<file path="config.mk">
export PLATFORM = sky130hd
export DESIGN_NAME = fdc_irq_tracker
export DESIGN_NICKNAME = d
export VERILOG_FILES = /design/src/rtl/fdc_irq_pkg.sv /design/src/rtl/fdc_drive_slot.sv /design/src/rtl/fdc_low_pick.sv /design/src/rtl/fdc_sense_fmt.sv /design/src/rtl/fdc_irq_tracker.sv
export SDC_FILE = /design/constraint.sdc
export NUM_CORES = 1
export LEC_CHECK = 0
export BUFFER_PORTS_ARGS = -buffer_cell sky130_fd_sc_hd__buf_2
export CAP_MARGIN = 25
export CORE_MARGIN = 2
export CORE_UTILIZATION = 40
export CTS_CLUSTER_SIZE = 40
export DETAILED_ROUTE_END_ITERATION = 16
export HOLD_SLACK_MARGIN = 0.08
export PLACE_DENSITY = 0.58
export SYNTH_ARGS = -nofsm -noshare
export SYNTH_HDL_FRONTEND = slang
export SYNTH_SLANG_ARGS = --single-unit
</file>
<file path="constraint.sdc">
create_clock -name clk -period 2.5 [get_ports clk]
set_clock_uncertainty 0.2 [all_clocks]
set_input_delay 0.125 -clock clk [delete_from_list [all_inputs] [get_ports clk]]
set_output_delay 0.125 -clock clk [all_outputs]
set_load 0.02 [all_outputs]
</file>
<file path="src/rtl/fdc_irq_pkg.sv">
package fdc_irq_pkg;

    // Cause codes carried in bits 7:6 of status register 0
    localparam logic [1:0] IC_NORMAL  = 2'b00;
    localparam logic [1:0] IC_ABNORM  = 2'b01;
    localparam logic [1:0] IC_INVALID = 2'b10;
    localparam logic [1:0] IC_POLL    = 2'b11;

    typedef struct packed {
        logic [1:0] ic;
        logic       se;
        logic       ec;
        logic       nr;
        logic       head;
        logic [1:0] ds;
    } st0_t;

    function automatic logic [7:0] pack_st0(input logic [1:0] ic,
                                            input logic       se,
                                            input logic [1:0] ds);
        st0_t s;
        s.ic   = ic;
        s.se   = se;
        s.ec   = 1'b0;
        s.nr   = 1'b0;
        s.head = 1'b0;
        s.ds   = ds;
        return s;
    endfunction

endpackage

</file>
<file path="src/rtl/fdc_drive_slot.sv">
module fdc_drive_slot #(
    parameter int CYL_W = 8
) (
    input  logic             clk,
    input  logic             rst_n,
    input  logic             clear_i,
    input  logic             set_i,
    input  logic             abn_i,
    input  logic [CYL_W-1:0] cyl_i,
    input  logic             retire_i,
    output logic             pend_o,
    output logic             abn_o,
    output logic [CYL_W-1:0] cyl_o
);

    typedef struct packed {
        logic             pend;
        logic             abn;
        logic [CYL_W-1:0] cyl;
    } slot_t;

    slot_t slot_d, slot_q;

    // Priority: power-down clear, then a new completion, then retirement
    always_comb begin
        slot_d = slot_q;
        if (clear_i) begin
            slot_d = '0;
        end else if (set_i) begin
            slot_d.pend = 1'b1;
            slot_d.abn  = abn_i;
            slot_d.cyl  = cyl_i;
        end else if (retire_i) begin
            slot_d.pend = 1'b0;
        end
    end

    always_ff @(posedge clk or negedge rst_n) begin
        if (!rst_n) begin
            slot_q <= '0;
        end else begin
            slot_q <= slot_d;
        end
    end

    assign pend_o = slot_q.pend;
    assign abn_o  = slot_q.abn;
    assign cyl_o  = slot_q.cyl;

endmodule

</file>
<file path="src/rtl/fdc_low_pick.sv">
module fdc_low_pick #(
    parameter int N     = 4,
    parameter int IDX_W = 2
) (
    input  logic [N-1:0]     req_i,
    output logic             any_o,
    output logic [IDX_W-1:0] idx_o,
    output logic [N-1:0]     grant_o
);

    always_comb begin
        idx_o   = '0;
        grant_o = '0;
        any_o   = |req_i;
        // Walk downward so the lowest requester is the last one written
        for (int i = N - 1; i >= 0; i--) begin
            if (req_i[i]) begin
                idx_o   = IDX_W'(i);
                grant_o = N'(1) << i;
            end
        end
    end

endmodule

</file>
<file path="src/rtl/fdc_sense_fmt.sv">
module fdc_sense_fmt #(
    parameter int IDX_W = 2,
    parameter int CYL_W = 8
) (
    input  logic             drv_any_i,
    input  logic [IDX_W-1:0] drv_idx_i,
    input  logic             drv_abn_i,
    input  logic [CYL_W-1:0] drv_cyl_i,
    input  logic             gen_pend_i,
    output logic [7:0]       st0_o,
    output logic [CYL_W-1:0] pcn_o
);
    import fdc_irq_pkg::*;

    always_comb begin
        if (drv_any_i) begin
            st0_o = pack_st0(drv_abn_i ? IC_ABNORM : IC_NORMAL, 1'b1, 2'(drv_idx_i));
            pcn_o = drv_cyl_i;
        end else if (gen_pend_i) begin
            st0_o = pack_st0(IC_POLL, 1'b0, 2'b00);
            pcn_o = '0;
        end else begin
            st0_o = pack_st0(IC_INVALID, 1'b0, 2'b00);
            pcn_o = '0;
        end
    end

endmodule

</file>
<file path="src/rtl/fdc_irq_tracker.sv">
module fdc_irq_tracker #(
    parameter int NUM_DRV = 4,
    parameter int CYL_W   = 8,
    localparam int DRV_W  = (NUM_DRV > 1) ? $clog2(NUM_DRV) : 1
) (
    input  logic               clk,
    input  logic               rst_n,
    input  logic               result_phase_i,
    input  logic               ndma_req_i,
    input  logic               seek_done_i,
    input  logic [DRV_W-1:0]   seek_drive_i,
    input  logic               seek_abnormal_i,
    input  logic [CYL_W-1:0]   seek_cyl_i,
    input  logic               pd_exit_i,
    input  logic               sense_i,
    output logic               irq_o,
    output logic [NUM_DRV-1:0] busy_o,
    output logic               rsp_valid_o,
    output logic [7:0]         rsp_st0_o,
    output logic [CYL_W-1:0]   rsp_pcn_o
);

    typedef struct packed {
        logic             gen;
        logic             rsp_valid;
        logic [7:0]       rsp_st0;
        logic [CYL_W-1:0] rsp_pcn;
    } trk_t;

    trk_t trk_d, trk_q;

    logic [NUM_DRV-1:0] pend_v;
    logic [NUM_DRV-1:0] abn_v;
    logic [NUM_DRV-1:0] grant_v;
    logic [NUM_DRV-1:0] set_v;
    logic [NUM_DRV-1:0] retire_v;
    logic [CYL_W-1:0]   cyl_a [NUM_DRV];
    logic               drv_any;
    logic [DRV_W-1:0]   drv_idx;
    logic [7:0]         st0_n;
    logic [CYL_W-1:0]   pcn_n;

    // One completion slot per drive
    for (genvar g = 0; g < NUM_DRV; g++) begin : g_slot
        assign set_v[g]    = seek_done_i && (seek_drive_i == DRV_W'(g));
        assign retire_v[g] = sense_i && grant_v[g];

        fdc_drive_slot #(.CYL_W(CYL_W)) u_slot (
            .clk      (clk),
            .rst_n    (rst_n),
            .clear_i  (pd_exit_i),
            .set_i    (set_v[g]),
            .abn_i    (seek_abnormal_i),
            .cyl_i    (seek_cyl_i),
            .retire_i (retire_v[g]),
            .pend_o   (pend_v[g]),
            .abn_o    (abn_v[g]),
            .cyl_o    (cyl_a[g])
        );
    end

    fdc_low_pick #(.N(NUM_DRV), .IDX_W(DRV_W)) u_pick (
        .req_i   (pend_v),
        .any_o   (drv_any),
        .idx_o   (drv_idx),
        .grant_o (grant_v)
    );

    fdc_sense_fmt #(.IDX_W(DRV_W), .CYL_W(CYL_W)) u_fmt (
        .drv_any_i  (drv_any),
        .drv_idx_i  (drv_idx),
        .drv_abn_i  (abn_v[drv_idx]),
        .drv_cyl_i  (cyl_a[drv_idx]),
        .gen_pend_i (trk_q.gen),
        .st0_o      (st0_n),
        .pcn_o      (pcn_n)
    );

    always_comb begin
        trk_d           = trk_q;
        trk_d.rsp_valid = sense_i;
        trk_d.rsp_st0   = sense_i ? st0_n : 8'h00;
        trk_d.rsp_pcn   = sense_i ? pcn_n : '0;
        // The polling cause is consumed only when no completion outranks it
        if (sense_i && !drv_any) begin
            trk_d.gen = 1'b0;
        end
        if (result_phase_i || ndma_req_i) begin
            trk_d.gen = 1'b1;
        end
        if (pd_exit_i) begin
            trk_d.gen = 1'b0;
        end
    end

    always_ff @(posedge clk or negedge rst_n) begin
        if (!rst_n) begin
            trk_q <= '0;
        end else begin
            trk_q <= trk_d;
        end
    end

    assign irq_o       = (|pend_v) || trk_q.gen;
    assign busy_o      = pend_v;
    assign rsp_valid_o = trk_q.rsp_valid;
    assign rsp_st0_o   = trk_q.rsp_st0;
    assign rsp_pcn_o   = trk_q.rsp_pcn;

endmodule

</file>
* After elaboration in Yosys (flattened, before gate mapping)
Cells that the tools add are included.
** Word-level totals
- Register bits :: 58
- Output and inout port bits :: 22
- Word-level logic and storage cells :: 83
** Cells by class
- Magnitude comparators :: 2
- Eq/ne operators :: 3
- Multiplexer cells :: 38
- Bitwise logic cells :: 1
- Reduce and logical (&&, ||, !) cells :: 23
** Operators by type and width (number)
- 8-bit two-way mux :: 6
- 10-bit two-way mux :: 4
- 9-bit two-way mux :: 4
- 8-bit binary-select mux with 2-bit select :: 1
- 4-bit two-way mux :: 4
- 3-bit nonzero test :: 5
- 1-bit two-way mux :: 13
- 1-bit logical AND :: 9
- 2-bit two-way mux :: 4
- 2-bit nonzero test :: 4
- 7-bit two-way mux :: 1
- 2-bit == test, second input constant :: 2
- 4-bit OR reduction :: 1
- 3-bit >= comparator, second input constant :: 1
- 2-bit by 3-bit less-than comparator with 1-bit output, second input constant :: 1
- 2-bit NOT with 3-bit output :: 1
- 1-bit binary-select mux with 2-bit select :: 1
- 2-bit by 1-bit == test with 1-bit output, second input constant :: 1
- 2-bit logical NOT :: 1
- 1-bit logical OR :: 2
- 1-bit logical NOT :: 1

* Logic depth before layout (Yosys ltp)
Gate-level depths: netlist of the first run.
- Word-level depth :: 10
- Mapped depth :: 5
- Mapped depth without buffers :: 3

* Hierarchy
Synthesis of the first run repeated with hierarchy kept, for this count alone.
** Second synthesis, totals
- Cell total of the unflattened synthesis :: 240
- Area total of the unflattened synthesis :: 2798.9 µm²
** Modules (own cells, without submodules)
- fdc_drive_slot :: times used 4, cells each 33, area an instance 405.4 µm²
- fdc_irq_tracker :: times used 1, cells each 79, area an instance 982.2 µm²
- fdc_sense_fmt :: times used 1, cells each 18, area an instance 133.9 µm²
- fdc_low_pick :: times used 1, cells each 11, area an instance 61.3 µm²

* Least setup slack after synthesis of the first run
No wires, ideal clock.
- Kind :: reg-to-reg
- From :: register g_slot[1].u_slot.slot_q (netlist bit g_slot[1].u_slot.pend_o)
- To :: register trk_q (netlist bit rsp_st0_o[6])
- Data arrival time :: 1.252 ns
- Data required time :: 2.173 ns
- Slack :: 0.921 ns
- Stages on the path, launching flop included :: 5
- Period minus slack after synthesis :: 1.579 ns
- Cell sequence :: dfrtp_1 -> buf_6 -> or4_4 -> nand2_4 -> o41ai_2
** RTL lines
- start, declared :: line fdc_drive_slot.sv:22 : slot_t slot_d, slot_q;
- start signal, assigned :: line fdc_drive_slot.sv:42 : slot_q <= slot_d;
- end signal, assigned :: line fdc_irq_tracker.sv:100 : trk_q <= trk_d;
- end, declared :: line fdc_irq_tracker.sv:30 : trk_t trk_d, trk_q;

* Worst setup path after layout of the first run
- From :: register g_slot[3].u_slot.slot_q (netlist bit g_slot[3].u_slot.pend_o)
- To :: output port irq_o
** On the way
- Cells in the longest elaborated chain, start to end :: 2
** RTL lines
- start, declared :: line fdc_drive_slot.sv:22
- start signal, assigned :: line fdc_drive_slot.sv:42
- 4-bit OR reduction :: line fdc_irq_tracker.sv:104 : assign irq_o = (|pend_v) || trk_q.gen;
- 1-bit logical OR :: line fdc_irq_tracker.sv:104
- end, declared :: line fdc_irq_tracker.sv:16 : output logic irq_o,
Every way passes these cells.

==> impl_results.md, run 1 <==
- Status: finished, final reports clean
- Largest net degree at the start of global routing: 42
- Hold_ws: 159 ps
- Layout cell share with drive strength beyond 1: 21.6%
- Drt first pass iters: 4
- Hold WC Path Type: input pin to asynchronous set/reset pin
- Initial Util: 41.0%
- Max H-tree Level: 2
- CTS tree: built
- Fin. Hold Viols: 0
- Post-synth cell types: 32
- Power Dens Cells: 549 mW/mm^2
- CP max FO: 16
- Core area: 0.00628 sq mm
- Detail Route Antenna Nets: 0
- Minimum clock period: 1900 ps
- Data required, critical path: 2170 ps
- Vias in the first global route: 1927
- Final cell count without fillers: 359
- Clock root cell: clkbuf_8
- Max VDD drop: 0.000277 V
- DIE AREA: 0.00709 sq mm
- CP startpoint kind: flop
- Final GP Congestion: 0.739
- Synth Warn #: 0
- Die width: 84.2 um
- Vias/cell: 5.33
- Synth Cell Area: 0.00257 sq mm
- Power Total: 0.00165 W
- I/O Pins: 40
- Routed wire length: 5860 um
- Crit Path Class: flop to output port
- First-pass GRT wire length: 9960 um
- Synth-to-layout area growth: 17.1%
- Clk_lat worst skew: 300 ps
- FF-to-FF setup slack: 640 ps
- Fin crit share: 75.8%
- Finished Cell Area: 0.00301 sq mm
- Max_slew headroom: 48.1%
- Cell count after synthesis: 240
- Tightest Pin Transition: 778 ps
- Setup crit end kind: output port
- Worst-path clk slew: 100 ps
- Leakage power: 1.49 nW
- Syn_area_per_cell: 10.7 sq um
- Highest clock rate: 528 MHz
- Number of max-cap violations: 0
- Fin. max-slew vios: 0
- Port Buf Inserts: 36
- Nets: 300
- Final setup vio count: 0
- Cell Rows: 29
- Flops & latches, synth: 55
- Tot GR Track Use: 17.6%
- Die Height: 84.2 um
- Launching point of the worst reg2reg path: g_slot[3].u_slot.pend_o
- Post-DP Area: 0.00279 sq mm
- R2R Path End: rsp_pcn_o[0]
- WP data arrival: 1570 ps
- Number of CTS-inserted buffers: 5
- Sequential area share after synthesis: 53.5%
- Reg2reg path depth: 3
- # DRC: 0
- TNS Setup: 0 ps
- Diode count: 0
- CTS Buffer Depth: 2
- Overflow after GRT: 0
- DP HPWL: 3820 um
- Placed Instances: 339
- Wire length per cell: 16.3 um
- Sink Count: 55
- Vias: 1912
- RSZ-0062 raised after global routing: false
- Post-cts sizing count: 0
- Number of DRC markers in iteration 0: 142
- Antenna violations before repair: 0
-- how the worst max path moves through the flow --
stage	startpoint	endpoint	slack (ps)	cells past startpoint
after CTS	g_slot[3].u_slot.pend_o	irq_o	580	3
after floorplan	g_slot[1].u_slot.pend_o	rsp_st0_o[6]	920	4
after detailed placement	g_slot[3].u_slot.pend_o	rsp_pcn_o[3]	640	3
after global routing	g_slot[3].u_slot.pend_o	irq_o	430	3
after global placement	g_slot[3].u_slot.pend_o	rsp_pcn_o[5]	740	3
final	g_slot[3].u_slot.pend_o	irq_o	600	3
-- registers in the layout, indices dropped and copies added (netlist names) --
| signal | count |
|---|---|
| g_slot.u_slot.abn_o | 4 |
| g_slot.u_slot.cyl_o | 32 |
| g_slot.u_slot.pend_o | 4 |
| rsp_pcn_o | 8 |
| rsp_st0_o | 5 |
| rsp_valid_o | 1 |
| trk_q | 1 |
-- cell usage after synthesis --
cell type | number | area [sq um]
a21o_1 | 8 | 60.1
clkbuf_1 | 8 | 30.0
clkbuf_2 | 1 | 5.00
nor4b_4 | 1 | 23.8
nor3b_1 | 1 | 7.51
or4_4 | 1 | 11.3
nand3b_1 | 10 | 75.1
nand2b_1 | 2 | 12.5
inv_1 | 3 | 11.3
nor2_1 | 33 | 124
buf_2 | 5 | 25.0
and3_1 | 1 | 6.26
buf_6 | 2 | 22.5
a21oi_1 | 23 | 115
a211oi_2 | 1 | 12.5
buf_4 | 7 | 52.6
o41ai_2 | 1 | 16.3
mux2i_1 | 27 | 270
conb_1 | 1 | 3.75
o21ai_1 | 1 | 5.00
nor4_1 | 1 | 6.26
nand2_4 | 1 | 11.3
a222oi_1 | 8 | 80.1
nand2_1 | 20 | 75.1
or3b_2 | 4 | 35.0
or2b_1 | 1 | 7.51
nor2b_1 | 3 | 18.8
o21ai_0 | 1 | 5.00
dfrtp_1 | 55 | 1380
or3b_1 | 6 | 52.6
buf_1 | 1 | 3.75
nand3_1 | 2 | 10.0
-- cell type report --
class                      count  area, sq um
sequential                    55         1380
timing repair buffer          57          383
tap                           77         96.3
clock inverter                 1         5.00
inverter                       3         11.3
fill                         611         3270
multi-input combinational    160         1060
clock buffer                   6         82.6
-- layer usage --
layer / global-route usage (%) / up-vias / wire (um)
li1: - / 909 / -
met1: 26.1 / 937 / 2780
met2: 27.1 / 62 / 2720
met3: 2.85 / 4 / 324
met4: 4.69 / 0 / 45
met5: 0 / - / 0
-- cell usage in the layout, fill, tap and decap left out --
master	instances
buf_2	36
nor2_1	33
a21o_1	8
nand3b_1	10
nor3b_2	1
o21ai_0	1
or3b_1	6
clkinv_2	1
nor4_1	1
o21ai_1	1
inv_1	3
a21oi_1	23
nand2_4	1
a211oi_2	1
nor4b_4	1
nand2b_1	2
or4_4	1
a222oi_1	8
nor2b_1	3
or3b_2	4
and3_1	1
dlygate4sd3_1	13
nand2_1	20
nand3_1	2
clkbuf_8	6
conb_1	3
or2b_1	1
mux2i_1	27
buf_12	1
o41ai_2	1
dfrtp_1	55
buf_4	7
-- stage by stage --
step | utilization (%) | worst slack, ps
after floorplan | - | 921
after global placement | 44.5 | 736
after detailed placement | 44.5 | 640
after CTS | 48.0 | 579
after global routing | 48.0 | 433
final | 48.0 | 605
-- where the power goes --
part	internal [W]	leakage, nW	switching (W)
combinational	0.0000881	0.692	0.000126
sequential	0.000919	0.751	0.0000250
clock	0.000218	0.0470	0.000278
-- worst max-delay path, cell delays in order (launching register included) --
cell and delay, ps:
dfrtp_1 560, nor4_1 450, nand2b_1 90, buf_2 170
-- cells by family after synthesis --
logic type	count (synthesis)	synth area share, %
muxes	27	10.5
buffers and inverters	27	5.84
other	1	0.146
AOI/OAI and AO/OA	43	11.4
and+or+nand+nor	87	18.5
DFF	55	53.5
-- timing repair --
action	4_1_cts	5_1_grt
endpoints found under the hold margin	101	0
buffers inserted	0	0
hold buffers	13	0
setup endpoints to repair	0	0
Power figures use the tool's default switching activity.
==> run 2, diff against run 1 <==
--- a/config.mk
+++ b/config.mk
@@ -12,7 +12,7 @@
 export CTS_CLUSTER_SIZE = 40
 export DETAILED_ROUTE_END_ITERATION = 16
 export HOLD_SLACK_MARGIN = 0.08
-export PLACE_DENSITY = 0.58
+export PLACE_DENSITY = 0.6
 export SYNTH_ARGS = -nofsm -noshare
 export SYNTH_HDL_FRONTEND = slang
 export SYNTH_SLANG_ARGS = --single-unit
==> constraint.sdc (replaced) <==
create_clock -name clk -period 1.53 [get_ports clk]
set_clock_uncertainty 0.2 [all_clocks]
set_input_delay 0.0765 -clock clk [delete_from_list [all_inputs] [get_ports clk]]
set_output_delay 0.0765 -clock clk [all_outputs]
set_load 0.02 [all_outputs]
==> run 2 against run 1 <==
Against the previous run: the run now ends with negative hold slack, negative setup slack left; combinational power grew 110%; largest cell class unchanged; sequential cell count is the same; non-clock buffer count grew 34; global-route usage grew 1.6 points; highest routed layer unchanged; clock-buffer cell count shrank 1; critical path depth is the same.
==> impl_results.md, run 2 (synthesized netlist as in run 1, its figures left out) <==
- Final setup vio count: 12
- CP startpoint kind: flop
- Layout cell share with drive strength beyond 1: 29.3%
- Fin. Hold Viols: 1
- FF-to-FF setup slack: -130 ps
- WP data arrival: 1660 ps
- Setup crit end kind: flop
- Hold_ws: -1.14 ps
- Die Height: 84.2 um
- Max H-tree Level: 2
- # DRC: 0
- I/O Pins: 40
- Post-DP Area: 0.00293 sq mm
- Vias in the first global route: 2074
- # hold bufs at CTS: 25
- Max VDD drop: 0.000413 V
- Nets: 334
- Minimum clock period: 1660 ps
- R2R Path End: rsp_st0_o[6]
- Status: finished, violations left
- Cell Rows: 29
- DIE AREA: 0.00709 sq mm
- Final Util: 54.4%
- Tot GR Track Use: 19.2%
- CTS tree: built
- Wire length per cell: 16.2 um
- Die width: 84.2 um
- First-pass GRT wire length: 10700 um
- Worst-path clk slew: 100 ps
- Detail Route Antenna Nets: 0
- Fin. max-slew vios: 0
- Finished Cell Area: 0.00341 sq mm
- CP max FO: 10
- Leakage power: 1.70 nW
- Number of CTS-inserted buffers: 5
- Antenna violations before repair: 0
- Number of max-cap violations: 0
- Routed wire length: 6400 um
- Launching point of the worst reg2reg path: g_slot[2].u_slot.pend_o
- Reg2reg path depth: 3
- Power Dens Cells: 816 mW/mm^2
- Data required, critical path: 1530 ps
- Final GP Congestion: 0.734
- Largest net degree at the start of global routing: 33
- RSZ-0062 raised after global routing: true
- Core area: 0.00628 sq mm
- Initial Util: 41.0%
- CTS Buffer Depth: 2
- Failing checks: negative hold slack, negative setup slack
- Clock root cell: clkbuf_8
- Fin crit share: 109%
- Sink Count: 55
- Most common cell after layout, fill and taps aside: dfrtp_1
- Crit Path Class: flop to flop
- Drt first pass iters: 5
- Most frequent cells in the layout: dfrtp_1, buf_2, nor2_1, mux2i_1
- Port Buf Inserts: 36
- Fin worst setup slack: -131 ps
- DP HPWL: 3900 um
- Max reg flops: 32
- Vias: 2019
- Hold WC Path Type: input pin to asynchronous set/reset pin
- Vias/cell: 5.12
- Clk_lat worst skew: 310 ps
- Overflow after GRT: 0
- Synth-to-layout area growth: 32.8%
- Highest clock rate: 602 MHz
- Diode count: 0
- Number of DRC markers in iteration 0: 105
==> run 2: cell types whose count changed in the layout (fill, tap and decap cells not counted), moves of 2 or more <==
cell           change
or3b_2             -4
dfrtp_1            -3
buf_12             +4
dlygate4sd3_1     +10
clkinv_2           +2
buf_4             +15
buf_6              +6
or3b_4             +4
dfrtp_2            +3
==> run 2: worst max path at each step <==
stage                       startpoint            to  cells after the start
2_1_floorplan  g_slot[2].u_slot.pend_o     trk_q[17]                      3
3_3_place_gp   g_slot[1].u_slot.pend_o  rsp_pcn_o[2]                      4
3_5_place_dp   g_slot[1].u_slot.pend_o  rsp_pcn_o[1]                      4
4_1_cts        g_slot[2].u_slot.pend_o  rsp_pcn_o[1]                      4
5_1_grt        g_slot[2].u_slot.pend_o  rsp_st0_o[6]                      5
6_report       g_slot[2].u_slot.pend_o  rsp_st0_o[6]                      3
==> run 2: power by group <==
| group | switching, W | leakage, nW | total [W] | internal (W) |
|---|---|---|---|---|
| registers | 0.0000341 | 0.746 | 0.00154 | 0.00150 |
| logic | 0.000240 | 0.908 | 0.000453 | 0.000212 |
| clock network | 0.000483 | 0.0477 | 0.000798 | 0.000315 |
==> run 2: final cells by class <==
| type | instances | area (sq um) |
|---|---|---|
| sequential | 55 | 1380 |
| multi-input combinational | 160 | 1100 |
| clock inverter | 3 | 15.0 |
| timing repair buffer | 91 | 738 |
| fill | 564 | 2860 |
| inverter | 3 | 11.3 |
| tap | 77 | 96.3 |
| clock buffer | 5 | 68.8 |
==> run 2: routing by layer <==
metal | global-route usage [%] | wire (um) | part of all wire, % | up-vias
met2 | 31.3 | 3110 | 49 | 59
met5 | 0 | 0 | 0 | -
met4 | 6.30 | 125 | 2.0 | 0
li1 | - | - | - | 975
met3 | 3.83 | 333 | 5.2 | 8
met1 | 25.9 | 2830 | 44 | 977
==> run 2: worst max-delay path: stages (launching register included) <==
cell and delay, ps:
dfrtp_2 500, or4_4 610, nand2_8 150, o41ai_2 90
==> run 2: timing repair <==
action                                  in CTS  in global routing
pin swaps                                   10                  9
hold endpoints to repair                   109                 11
gates resized for setup                     16                  7
endpoints found under the setup margin      14                 27
setup buffers                                6                  3
cloned                                       0                  0
==> run 2: per-stage QoR <==
| stage | total power (W) | setup slack, ps | cells | setup TNS (ps) | hold slack [ps] |
|---|---|---|---|---|---|
| 4_1_cts | 0.00279 | -102 | 392 | -949 | 83.2 |
| 6_report | 0.00279 | -131 | 394 | -1240 | -1.14 |
| 3_5_place_dp | 0.00193 | -242 | 353 | -2270 | -189 |
| 5_1_grt | 0.00291 | -159 | 394 | -1670 | 33.7 |
| 2_1_floorplan | 0.00177 | -6.17 | 242 | -6.17 | -419 |
| 3_3_place_gp | 0.00193 | -182 | 353 | -1800 | -190 |
